**config.mk**
```make
export PLATFORM = sky130hd
export DESIGN_NAME = booth_mul
export DESIGN_NICKNAME = d
export VERILOG_FILES = /design/src/rtl/booth_pkg.sv /design/src/rtl/booth_ctrl.sv /design/src/rtl/booth_dp.sv /design/src/rtl/booth_mul.sv
export SDC_FILE = /design/constraint.sdc
export NUM_CORES = 1
export LEC_CHECK = 0
export ABC_CLOCK_PERIOD_IN_PS = 5400
export BUFFER_PORTS_ARGS = -buffer_cell sky130_fd_sc_hd__buf_4
export CORE_ASPECT_RATIO = 0.75
export CORE_MARGIN = 2
export CORE_UTILIZATION = 46
export DETAILED_ROUTE_END_ITERATION = 8
export GPL_TIMING_DRIVEN = 0
export HOLD_SLACK_MARGIN = 0.02
export PLACE_DENSITY = 0.66
export SYNTH_ARGS = -nofsm -noshare
export SYNTH_HDL_FRONTEND = slang
export SYNTH_SLANG_ARGS = --single-unit
```
**constraint.sdc**
```tcl
create_clock -name clk -period 5.4 [get_ports clk]
set_clock_uncertainty 0.2 [all_clocks]
set_input_delay 1.62 -clock clk [delete_from_list [all_inputs] [get_ports clk]]
set_output_delay 1.62 -clock clk [all_outputs]
set_load 0.005 [all_outputs]
```
**src/rtl/booth_pkg.sv**
```systemverilog
package booth_pkg;
  // Strobes passed from the sequencer to the datapath
  typedef struct packed {
    logic load;  // capture operands, clear upper half and history bit
    logic step;  // one recode-and-shift iteration
  } boothStrobe_t;
endpackage

```
**src/rtl/booth_ctrl.sv**
```systemverilog
module booth_ctrl #(
  parameter int WIDTH = 4
) (
  input  logic                    clk,
  input  logic                    rstN,
  input  logic                    start,
  output booth_pkg::boothStrobe_t strobe,
  output logic                    busy,
  output logic                    done
);
  localparam int CW = $clog2(WIDTH + 1);

  typedef enum logic {ST_IDLE, ST_RUN} ctrlState_t;

  ctrlState_t state;
  logic [CW-1:0] iterLeft;
  logic lastIter;

  assign lastIter    = (iterLeft == CW'(1));
  assign strobe.load = start && (state == ST_IDLE);
  assign strobe.step = (state == ST_RUN);
  assign busy        = (state == ST_RUN);

  always_ff @(posedge clk or negedge rstN) begin
    if (!rstN) begin
      state    <= ST_IDLE;
      iterLeft <= '0;
      done     <= 1'b0;
    end else begin
      done <= 1'b0;
      unique case (state)
        ST_IDLE: begin
          if (start) begin
            state    <= ST_RUN;
            iterLeft <= CW'(WIDTH);
          end
        end
        ST_RUN: begin
          iterLeft <= iterLeft - CW'(1);
          if (lastIter) begin
            state <= ST_IDLE;
            done  <= 1'b1;
          end
        end
        default: state <= ST_IDLE;
      endcase
    end
  end

  AST_START_TAKEN: assert property (@(posedge clk) disable iff (!rstN)
    (start && !busy) |=> busy) else $error("idle start not accepted");
  AST_DONE_PULSE: assert property (@(posedge clk) disable iff (!rstN)
    done |=> !done) else $error("done longer than one cycle");
  AST_DONE_EXCL: assert property (@(posedge clk) disable iff (!rstN)
    !(done && busy)) else $error("done overlaps busy");
  AST_DONE_AFTER_BUSY: assert property (@(posedge clk) disable iff (!rstN)
    $fell(busy) |-> done) else $error("busy fell without done");
  AST_RUN_NOT_RESTARTED: assert property (@(posedge clk) disable iff (!rstN)
    (busy && start && !lastIter) |=> (busy && $stable(strobe.load))) else $error("busy start disturbed run");
endmodule

```
**src/rtl/booth_dp.sv**
```systemverilog
module booth_dp #(
  parameter int WIDTH = 4
) (
  input  logic                    clk,
  input  logic                    rstN,
  input  booth_pkg::boothStrobe_t strobe,
  input  logic [WIDTH-1:0]        multiplicand,
  input  logic [WIDTH-1:0]        multiplier,
  output logic [2*WIDTH-1:0]      product
);
  localparam int EW = WIDTH + 1;  // guard bit keeps A +/- M from wrapping

  logic [WIDTH-1:0] accHi;
  logic [WIDTH-1:0] mulLo;
  logic             histBit;
  logic [WIDTH-1:0] mcandReg;
  logic [EW-1:0]    accExt;
  logic [EW-1:0]    mcandExt;
  logic [EW-1:0]    sumExt;

  assign accExt   = {accHi[WIDTH-1], accHi};
  assign mcandExt = {mcandReg[WIDTH-1], mcandReg};

  // Recode on the low multiplier bit and the history bit
  always_comb begin
    unique case ({mulLo[0], histBit})
      2'b10:   sumExt = accExt - mcandExt;
      2'b01:   sumExt = accExt + mcandExt;
      default: sumExt = accExt;
    endcase
  end

  always_ff @(posedge clk or negedge rstN) begin
    if (!rstN) begin
      accHi    <= '0;
      mulLo    <= '0;
      histBit  <= 1'b0;
      mcandReg <= '0;
    end else if (strobe.load) begin
      accHi    <= '0;
      mulLo    <= multiplier;
      histBit  <= 1'b0;
      mcandReg <= multiplicand;
    end else if (strobe.step) begin
      // arithmetic right shift of {sum, Q, Q-1}; sum's guard bit is the sign
      accHi   <= sumExt[EW-1:1];
      mulLo   <= {sumExt[0], mulLo[WIDTH-1:1]};
      histBit <= mulLo[0];
    end
  end

  assign product = {accHi, mulLo};

  AST_LOAD_STATE: assert property (@(posedge clk) disable iff (!rstN)
    strobe.load |=> (product == {{WIDTH{1'b0}}, $past(multiplier)})) else $error("load state wrong");
  AST_IDLE_HOLD: assert property (@(posedge clk) disable iff (!rstN)
    (!strobe.load && !strobe.step) |=> $stable(product)) else $error("product moved while idle");
  AST_NO_OVERFLOW: assert property (@(posedge clk) disable iff (!rstN)
    strobe.step |=> (accHi[WIDTH-1] == $past(sumExt[EW-1]))) else $error("sign lost in shift");
endmodule

```
**src/rtl/booth_mul.sv**
```systemverilog
module booth_mul #(
  parameter int WIDTH = 4
) (
  input  logic                 clk,
  input  logic                 rstN,
  input  logic                 start,
  input  logic [WIDTH-1:0]     multiplicand,
  input  logic [WIDTH-1:0]     multiplier,
  output logic                 busy,
  output logic                 done,
  output logic [2*WIDTH-1:0]   product
);
  booth_pkg::boothStrobe_t strobe;

  booth_ctrl #(.WIDTH(WIDTH)) u_ctrl (
    .clk    (clk),
    .rstN   (rstN),
    .start  (start),
    .strobe (strobe),
    .busy   (busy),
    .done   (done)
  );

  booth_dp #(.WIDTH(WIDTH)) u_dp (
    .clk          (clk),
    .rstN         (rstN),
    .strobe       (strobe),
    .multiplicand (multiplicand),
    .multiplier   (multiplier),
    .product      (product)
  );
endmodule

```
[Word level (Yosys, flattened, before mapping)]
Index checks and enable logic that the tools add are counted.
Widths: inputs -> output; s select.
Word-level totals
  register bits after elaboration: 18
  output and inout bits: 10
  word-level logic and storage cells: 34
Operators by class
  add/sub/neg operators: 3
  eq/ne operators: 4
  multiplexer cells: 14
  bitwise gates (word level): 1
  reduce and logical (&&, ||, !) cells: 4
Operator list (count)
  $mux 4: 4
  $pmux 5 s2: 1
  $mux 1: 6
  $pmux 3 s2: 1
  $add 4x4->5: 1
  $sub 4x4->5: 1
  $eq 3x1->1 const B: 1
  $mux 3: 1
  $reduce_bool 3->1: 1
  $sub 3x1->3 const B: 1
  $eq 2x1->1 const B: 1
  $eq 2x2->1 const B: 1
  $ne 2x2->1 const B: 1
  $pmux 1 s2: 1
  $reduce_and 2->1: 1
  $reduce_bool 2->1: 1
  $logic_and 1x1->1: 1
  $not 1->1: 1

[Logic depth before layout (Yosys ltp)]
Gate-level depths: netlist (run 1).
  depth in word-level cells: 4
  depth in mapped cells: 10

[Cells and area by module]
Synthesis (run 1) repeated with hierarchy kept, for this count alone.
Second synthesis, totals
  cells, all modules: 113
  area total of the unflattened synthesis: 1096.1 um2
Modules (own cells, without submodules)
  booth_dp: instances 1, cells an instance 91, area an instance 838.3 um2, sequential area each 325.3 um2
  booth_ctrl: instances 1, cells an instance 22, area an instance 257.7 um2, sequential area each 125.1 um2

[Worst setup path before layout (run 1)]
No wires, ideal clock.
  path kind: input to register
  start point: input port start
  end point: register u_dp.mcandReg[2]
  library setup time: 0.125 ns
  arrival: 2.163 ns
  required time: 5.075 ns
  slack: 2.913 ns
  stages on the path: 2
  path buffers: 0
  cell sequence: nor2b_2 > mux2_2
On the way
  cells in the longest elaborated chain, start to end: 1
RTL lines
  start: declaration: line booth_mul.sv:6  | input logic start,
  $logic_and 1x1->1: line booth_ctrl.sv:20  | assign strobe.load = start && (state == ST_IDLE);
  end signal: assignment: line booth_dp.sv:43  | mcandReg <= multiplicand;
  end: declaration: line booth_dp.sv:16  | logic [WIDTH-1:0] mcandReg;
Every way passes these cells.
A chain may end at the register's enable or synchronous reset.

[Worst setup path after layout (run 1)]
  start point: register u_dp.accHi[3]
  end point: output port product[7]
RTL lines
  start: declaration: line booth_dp.sv:13  | logic [WIDTH-1:0] accHi;
  start signal: assignment: line booth_dp.sv:46  | accHi <= sumExt[EW-1:1];
  end: declaration: line booth_mul.sv:11  | output logic [2*WIDTH-1:0] product
No word-level cell between the ends.

==> metrics.md, run 1 <==
| Metric | Value |
|---|---|
| Crit path largest cell delay | `0.46 ns` |
| HPWL Detailed | `around 1600 um` |
| Post-Route Utilization | `0.579` |
| DR WL/cell | `roughly 12 um` |
| Layout area overhead | `21.1%` |
| Min Clock Period, post-route | `around 2.7 ns` |
| Clock Latency Late Sink | `~0.3 ns` |
| Tot GR Track Use | `0.182` |
| Async S/R FF share, synth | `1.00` |
| Met2 routed WL | `around 940 um` |
| Critical Path AT | `0.92 ns` |
| Peak supply drop | `around 350 uV` |
| Die H | `about 46 um` |
| Worst Path Required | `roughly 3.6 ns` |
| Ports | `21` |
| Layout Nets | `roughly 160` |
| DRT Pass-1 Iters | `4` |
| Max Cap Viol | `0` |
| Worst-Margin Slew | `0.385 ns` |
| CTS max path bufs | `2` |
| Crit path capture type | `primary output` |
| Number of global-route vias before repair | `770` |
| Worst path cell trace | `buf_4` |
| P_sw | `0.000392 W` |
| Placed cell areas | `0.00128 mm2` |
| Layout cells sized above 1 | `0.284` |
| RSZ-0062 raised after global routing | `no` |
| Synth Instances | `110` |
| Clk sink count | `18` |
| Yosys Warn Count | `0` |
| FF+latch count, synth | `18` |
| Fin Setup TNS | `0 ns` |
| Finish-stage setup viols | `0` |
| Worst path bufs/invs | `1` |
| Sequential share of power | `0.280` |
| CTS tree | `built` |
| # H-tree levels | `1` |
| Synthesized area per cell | `slightly below 10 um2` |
| Main synth FF type | `dfrtp_1` |
| Most common library cell in the layout ignoring fill and taps | `buf_4` |
| Count of hold-fix buffers inserted at cts | `0` |
| CORE AREA | `between 0.002 and 0.0025 mm2` |
| Post-CTS Setup Inserts | `0` |
| Max Freq | `around 360 MHz` |
| Total CTS buffers | `3` |
| Clk pwr share | `0.091` |
| Via count | `805` |
| Number of synthesized flops with an enable pin | `0` |
| Critical path launch point type | `flop` |
| Synthesized cell area | `0.00109 mm2` |
| IO buf count | `20` |
| 1st-iter DRT viols | `21` |
| Total power per unit cell area | `slightly above 700 mW/mm2` |
| Max Transition Viols Final | `0` |
| Reg clk slew, reported paths | `approximately 0.11 ns` |
| Logic pwr share | `0.629` |
| Num rows | `15` |
| ANT nets after route | `0` |
| Critical path type | `flop to primary output` |
| Most frequent cells in the layout | `buf_4, dfrtp_1, nand2_1` |
| Hold Vio Cnt, Final | `0` |
| Status | `finished, final reports clean` |
| Die Width | `about 60 um` |
| Die area | `0.00277 mm2` |
| # DRC | `0` |
| Met3 wire len | `62 um` |
| Post-cts sizing count | `0` |
| Yosys cell types | `28` |
| Post-route cell area | `0.00132 mm2` |
| CP max FO | `6` |
| Hold crit path type | `flop to flop` |
| Vias per std cell | `roughly 4.8` |
| Pleak | `about 0.65 nW` |
| Final period util | `0.508` |
| Sw Share | `0.419` |
| Root Buffer | `clkbuf_4` |
| Max-Slew Margin vs Limit | `0.744` |
| Gp weighted congestion | `approximately 0.76` |
| Internal | `~0.00054 W` |
| M1 WL | `about 1000 um` |
| WL final | `around 2000 um` |
| Global-route wire length before repair | `between 3000 and 4000 um` |
| Top sig layer | `met4` |
| Initial Util | `0.478` |
| Initial antenna violation count | `0` |
| Largest net degree at the start of global routing | `19` |
| Slowest CP cell | `dfrtp_1` |
| Syn Nets | `roughly 130` |
| # diodes | `0` |
| CP top delay family | `flip-flops` |
| Sequential area share after synthesis | `0.415` |
| Remaining global-route overflow | `0` |
==> Yosys cell counts, types with 3 or more instances <==
cell      count  area [um2]
dfrtp_1      18         450
o21ai_0       8        40.0
o31ai_1       3        22.5
nand2b_1      3        18.8
nand2_1      11        41.3
xor2_1        4        35.0
inv_1         9        33.8
mux2_2        4        45.0
ha_1          9         113
buf_2         4        20.0
nor2_1       10        37.5
a21oi_1       4        20.0
mux2i_1       4        40.0
==> worst paths after layout <==
kind	from	end	slack (ns)	cells past startpoint
max	u_dp.accHi[3]	product[7]	2.66	1
min	u_ctrl.iterLeft[2]	u_ctrl.done	0.30	1
min in group asynchronous	rstN	u_ctrl.iterLeft[1]	0.96	1
max in group asynchronous	rstN	u_ctrl.iterLeft[2]	3.84	1
max reg2reg	u_dp.mulLo[0]	u_dp.accHi[3]	2.80	10
min reg2reg	u_ctrl.iterLeft[2]	u_ctrl.done	0.30	1
==> logic make-up after synthesis <==
| family | synth area share |
|---|---|
| AO/OA/AOI/OAI | 0.141 |
| XOR/XNOR | 0.0553 |
| adder cells (fa/ha/maj) | 0.122 |
| buffers and inverters | 0.0530 |
| flip-flops | 0.415 |
| multiplexers | 0.0783 |
| AND/OR/NAND/NOR | 0.136 |
==> registers in the layout (all words and copies together) (netlist names) <==
name,count
u_dp.mcandReg,4
u_ctrl.iterLeft,3
u_dp.accHi,4
u_dp.histBit,1
u_dp.mulLo,4
u_ctrl.done,1
u_ctrl.busy,1
==> metal layers <==
metal | up-vias | GRT usage
li1 | 415 | -
met4 | 0 | 0.0667
met3 | 5 | 0.0506
met2 | 9 | 0.283
met1 | 376 | 0.245
met5 | - | 0
==> per-stage QoR <==
stage          hold WS (ns)  total power [W]  setup slack, ns  cells
6_report              0.300         0.000935             2.66    168
5_1_grt               0.315          0.00104             2.61    168
4_1_cts               0.300         0.000945             2.64    168
3_5_place_dp          0.278         0.000858             2.73    164
3_3_place_gp          0.297         0.000832             2.74    164
2_1_floorplan         0.256         0.000701             2.91    110
==> power by group through the flow <==
stage	Combinational [W]	Sequential (W)	Clock, W
after global routing	0.000673	0.000272	0.0000947
after CTS	0.000595	0.000263	0.0000876
after floorplan	0.000444	0.000257	0
after global placement	0.000569	0.000262	0
after detailed placement	0.000593	0.000265	0
final	0.000588	0.000262	0.0000852
==> cell type report <==
cell class              instances  area [um2]
fillers                       207         956
multi-input cells              78         578
flip-flops and latches         18         450
repair buffers                 20         150
well taps                      34        42.5
clock buffers                   4        36.3
inverters                       9        33.8
plain buffers                   5        23.8
Note: power is estimated with default switching activity, not from simulation.
==> inputs of run 2 (changes only) <==
--- a/config.mk
+++ b/config.mk
@@ -5,7 +5,7 @@
 export SDC_FILE = /design/constraint.sdc
 export NUM_CORES = 1
 export LEC_CHECK = 0
-export ABC_CLOCK_PERIOD_IN_PS = 5400
+export ABC_CLOCK_PERIOD_IN_PS = 2400
 export BUFFER_PORTS_ARGS = -buffer_cell sky130_fd_sc_hd__buf_4
 export CORE_ASPECT_RATIO = 0.75
 export CORE_MARGIN = 2
@@ -13,7 +13,7 @@
 export DETAILED_ROUTE_END_ITERATION = 8
 export GPL_TIMING_DRIVEN = 0
 export HOLD_SLACK_MARGIN = 0.02
-export PLACE_DENSITY = 0.66
+export PLACE_DENSITY = 0.69
 export SYNTH_ARGS = -nofsm -noshare
 export SYNTH_HDL_FRONTEND = slang
 export SYNTH_SLANG_ARGS = --single-unit
==> constraint.sdc (replaced) <==
create_clock -name clk -period 2.4 [get_ports clk]
set_clock_uncertainty 0.2 [all_clocks]
set_input_delay 0.72 -clock clk [delete_from_list [all_inputs] [get_ports clk]]
set_output_delay 0.72 -clock clk [all_outputs]
set_load 0.005 [all_outputs]
==> metrics.md, run 2 (synthesized netlist as in run 1, its figures left out) <==
| Metric | Value |
|---|---|
| Root Buffer | `clkbuf_4` |
| Gp weighted congestion | `a little under 0.8` |
| Clk sink count | `18` |
| Peak supply drop | `640 uV` |
| Max Transition Viols Final | `0` |
| Die Width | `~60 um` |
| CORE AREA | `approximately 0.0023 mm2` |
| RSZ-0062 raised after global routing | `no` |
| Fillers | `just under 200` |
| Placed Cells | `between 150 and 200` |
| Initial Util | `0.478` |
| Top Registers | `u_dp.accHi (4), u_dp.mcandReg (4), u_dp.mulLo (4)` |
| Final setup margin | `0.0986 ns` |
| Worst R2R Setup Slack | `slightly below 0.1 ns` |
| Remaining global-route overflow | `0` |
| Most frequent cells in the layout | `buf_4, dfrtp_1, nand2_1` |
| Total power | `roughly 0.0023 W` |
| DR WL/cell | `about 12 um` |
| Status | `finished, final reports clean` |
| Die H | `between 40 and 50 um` |
| Worst-Margin Slew | `roughly 0.43 ns` |
| # DRC | `0` |
| Layout Nets | `160` |
| Number of global-route vias before repair | `806` |
| Layout area overhead | `25.9%` |
| Hold Vio Cnt, Final | `0` |
| Worst Path Required | `about 2.4 ns` |
| Initial antenna violation count | `0` |
| Setup WS pre-CTS | `-0.137 ns` |
| HPWL Detailed | `~1600 um` |
| Cells on worst reg2reg path | `9` |
| Largest net degree at the start of global routing | `19` |
| Critical Path AT | `around 2.3 ns` |
| 1st-iter DRT viols | `13` |
| Ports | `21` |
| Most common library cell in the layout ignoring fill and taps | `buf_4` |
| Hold crit path type | `primary input to asynchronous set/reset pin` |
| CTS max path bufs | `2` |
| Vias per std cell | `4.85` |
| Placed cell areas | `roughly 0.0013 mm2` |
| ANT nets after route | `0` |
| Die area | `roughly 0.0028 mm2` |
| Critical path launch point type | `flop` |
| Clock Latency Late Sink | `around 0.29 ns` |
| Crit path capture type | `flop` |
| Tot GR Track Use | `0.180` |
| Reg clk slew, reported paths | `0.11 ns` |
| DRT Pass-1 Iters | `4` |
| # H-tree levels | `1` |
| Min Clock Period, post-route | `2.30 ns` |
| Via count | `roughly 830` |
| IO buf count | `20` |
| Finish-stage setup viols | `0` |
| Global-route wire length before repair | `around 3600 um` |
| Final non-filler cell total | `~170` |
| Total CTS buffers | `3` |
| Post-route cell area | `0.00137 mm2` |
| Total power per unit cell area | `around 1700 mW/mm2` |
| Final period util | `0.959` |
| Max-Slew Margin vs Limit | `0.714` |
| CTS tree | `built` |
| WL final | `2090 um` |
| Num rows | `15` |
| Max Cap Viol | `0` |
| Max Freq | `435 MHz` |
| Pleak | `0.668 nW` |
| CP max FO | `2` |
| # diodes | `0` |
| Reg2Reg Capture Point | `u_dp.accHi[2]` |
| Critical path type | `flop to flop` |
| Layout cells sized above 1 | `0.333` |
| Worst r2r src | `u_dp.mcandReg[0]` |
==> run 2: layout make-up <==
cell class / instances / area, um2 / share of cell area
Clock buffer: 4 / 36.3 / 0.0265
Tap cell: 34 / 42.5 / 0.0311
Multi-Input combinational cell: 78 / 601 / 0.439
Sequential cell: 18 / 450 / 0.329
Timing Repair Buffer: 24 / 180 / 0.132
Inverter: 9 / 33.8 / 0.0247
Buffer: 5 / 23.8 / 0.0174
==> run 2: report_power, final <==
part	switching, W	internal, W
combinational	0.000716	0.000774
sequential	0.000125	0.000462
clock	0.0000973	0.0000925
total	0.000938	0.00133
==> run 2: worst max-delay path by stage <==
stage | startpoint | end
after floorplan | u_dp.mulLo[0] | u_dp.accHi[3]
after global placement | u_dp.mulLo[0] | u_dp.accHi[3]
after detailed placement | u_dp.mulLo[0] | u_dp.accHi[3]
after CTS | u_dp.mulLo[0] | u_dp.accHi[2]
after global routing | u_dp.mcandReg[0] | u_dp.accHi[3]
final | u_dp.mcandReg[0] | u_dp.accHi[2]
==> run 2: what timing repair did <==
action,4_1_cts,5_1_grt
setup buffers,2,2
pin swaps,0,3
hold buffers,0,0
gates resized for setup,2,5
setup endpoints to repair,2,2
==> run 2: worst max-delay path: stages (launching register included) <==
cell	delay (ns)
dfrtp_1	0.36
inv_1	0.06
ha_1	0.29
mux2_4	0.28
ha_1	0.27
a21o_1	0.17
a21oi_2	0.14
xor2_1	0.18
o21ai_1	0.08
a21o_1	0.17
==> run 2: stage by stage <==
stage               utilization  TNS [ns]  hold WS [ns]
floorplan                     -         0         0.224
global placement          0.563    -0.122         0.279
detailed placement        0.563    -0.241         0.283
CTS                       0.591         0        0.0713
global route              0.602         0        0.0615
finish                    0.602         0        0.0692
==> run 2: metal layers <==
metal | vias to the layer above | wire (um) | track usage
met5 | - | 0 | 0
met2 | 15 | 938 | 0.274
met3 | 2 | 70 | 0.0337
met4 | 0 | 20 | 0.0667
met1 | 392 | 1060 | 0.255
li1 | 425 | - | -
==> inputs of run 3 (changes only) <==
--- a/config.mk
+++ b/config.mk
@@ -14,6 +14,7 @@
 export GPL_TIMING_DRIVEN = 0
 export HOLD_SLACK_MARGIN = 0.02
 export PLACE_DENSITY = 0.69
+export RECOVER_POWER = 50
 export SYNTH_ARGS = -nofsm -noshare
 export SYNTH_HDL_FRONTEND = slang
 export SYNTH_SLANG_ARGS = --single-unit
==> metrics.md, run 3 (synthesized netlist as in run 1, its figures left out) <==
| Metric | Value |
|---|---|
| CTS max path bufs | `2` |
| Total power per unit cell area | `~1700 mW/mm2` |
| Global-route wire length before repair | `between 3000 and 4000 um` |
| Status | `finished, final reports clean` |
| Total CTS buffers | `3` |
| CORE AREA | `about 0.0023 mm2` |
| Post-Route Utilization | `0.598` |
| Crit path capture type | `flop` |
| Layout cells sized above 1 | `0.304` |
| Pleak | `0.660 nW` |
| Clock Latency Late Sink | `0.30 ns` |
| Remaining global-route overflow | `0` |
| Setup WS pre-CTS | `-0.137 ns` |
| Largest net degree at the start of global routing | `19` |
| # DRC | `0` |
| Crit path largest cell delay | `~0.36 ns` |
| Most frequent cells in the layout | `buf_4, dfrtp_1, nand2_1` |
| Die area | `approximately 0.0028 mm2` |
| Count of hold-fix buffers inserted at cts | `0` |
| Ports | `21` |
| # diodes | `0` |
| 1st-iter DRT viols | `14` |
| Final period util | `0.959` |
| Max Cap Viol | `0` |
| IO buf count | `20` |
| Fin Setup TNS | `0 ns` |
| Die H | `around 46 um` |
| Reg clk slew, reported paths | `between 0.1 and 0.15 ns` |
| DRT Pass-1 Iters | `4` |
| Min Clock Period, post-route | `approximately 2.3 ns` |
| Tot GR Track Use | `0.180` |
| Num rows | `15` |
| Worst R2R Setup Slack | `around 0.097 ns` |
| Critical Path AT | `around 2.3 ns` |
| Max-Slew Margin vs Limit | `0.361` |
| Number of global-route vias before repair | `just over 800` |
| Slowest CP cell | `dfrtp_1` |
| Vias per std cell | `4.82` |
| Worst-Margin Slew | `~0.96 ns` |
| CTS tree | `built` |
| Final setup margin | `0.0974 ns` |
| Worst path cell trace | `inv_1 > ha_1 > mux2_4 > ha_1 > a21o_1 > a21oi_2 > xor2_1 > o21ai_1 > a21o_1` |
| Fillers | `around 190` |
| RSZ-0062 raised after global routing | `no` |
| Clk sink count | `18` |
| Critical path launch point type | `flop` |
| ANT nets after route | `0` |
| Multi-input combinational cell area | `around 600 um2` |
| Gp weighted congestion | `around 0.78` |
| Die Width | `about 60 um` |
| Worst Path Required | `2.40 ns` |
| DR WL/cell | `between 10 and 15 um` |
| Initial Util | `0.478` |
| WL final | `roughly 2100 um` |
| HPWL Detailed | `about 1600 um` |
| Layout area overhead | `25.1%` |
| Hold crit path type | `flop to flop` |
| Peak supply drop | `643 uV` |
| CP max FO | `2` |
| Total power | `between 0.002 and 0.0025 W` |
| Most common library cell in the layout ignoring fill and taps | `buf_4` |
| Finish-stage setup viols | `0` |
| # H-tree levels | `1` |
| Max Freq | `approximately 430 MHz` |
| Hold Vio Cnt, Final | `0` |
| Max Transition Viols Final | `0` |
| Root Buffer | `clkbuf_4` |
| Critical path type | `flop to flop` |
| Layout Nets | `160` |
| Initial antenna violation count | `0` |
| Top Registers | `u_dp.accHi (4), u_dp.mcandReg (4), u_dp.mulLo (4)` |
| Storage cell area | `around 450 um2` |
| Via count | `a little over 800` |
## run 3: cell types whose count changed in the layout (fill, tap and decap cells not counted)
cell	change
nor2b_2	-1
buf_4	-1
nor2b_1	+1
buf_2	-2
clkbuf_1	+3
## run 3: per-stage QoR
step	instance area, um2	cells	hold slack (ns)
final	1360	172	0.298
after global routing	1360	172	0.342
after CTS	1340	170	0.0713
after detailed placement	1280	164	0.283
after global placement	1280	164	0.279
after floorplan	1090	110	0.224
## run 3: power by group
part           switching, W  internal, W
clock network     0.0000985    0.0000925
logic              0.000716     0.000767
registers          0.000125     0.000462
## run 3: timing repair
action / CTS / global route
setup endpoints to repair: 2 / 2
gates resized for setup: 2 / 5
buffers inserted: 2 / 2
pin swaps: 0 / 3
## run 3: worst paths after layout
path,to,startpoint,cells past startpoint
min in group asynchronous,u_ctrl.iterLeft[2],rstN,1
max,u_dp.accHi[2],u_dp.mcandReg[0],9
max in group asynchronous,u_dp.mcandReg[1],rstN,1
max reg2reg,u_dp.accHi[2],u_dp.mcandReg[0],9
min,u_ctrl.done,u_ctrl.iterLeft[2],1
min reg2reg,u_ctrl.done,u_ctrl.iterLeft[2],1
## run 3: layer usage
layer  share of wire  global-route usage
met1            0.51               0.255
met2            0.45               0.274
met3           0.033              0.0337
met4          0.0096              0.0667
met5               0                   0
## run 3: critical path, delay by kind of cell (launching register included)
kind / cells / cell delay (ns)
AO/OA/AOI/OAI: 4 / 0.56
flip-flops: 1 / 0.36
multiplexers: 1 / 0.28
XOR/XNOR: 1 / 0.18
buffers and inverters: 1 / 0.06
adder cells (fa/ha/maj): 2 / 0.55
## run 3: cell type report
type | instances | area share
tap | 34 | 0.0313
buffer | 5 | 0.0157
timing repair buffer | 24 | 0.130
sequential | 18 | 0.331
clock buffer | 4 | 0.0267
multi-input combinational | 78 | 0.440
inverter | 9 | 0.0249
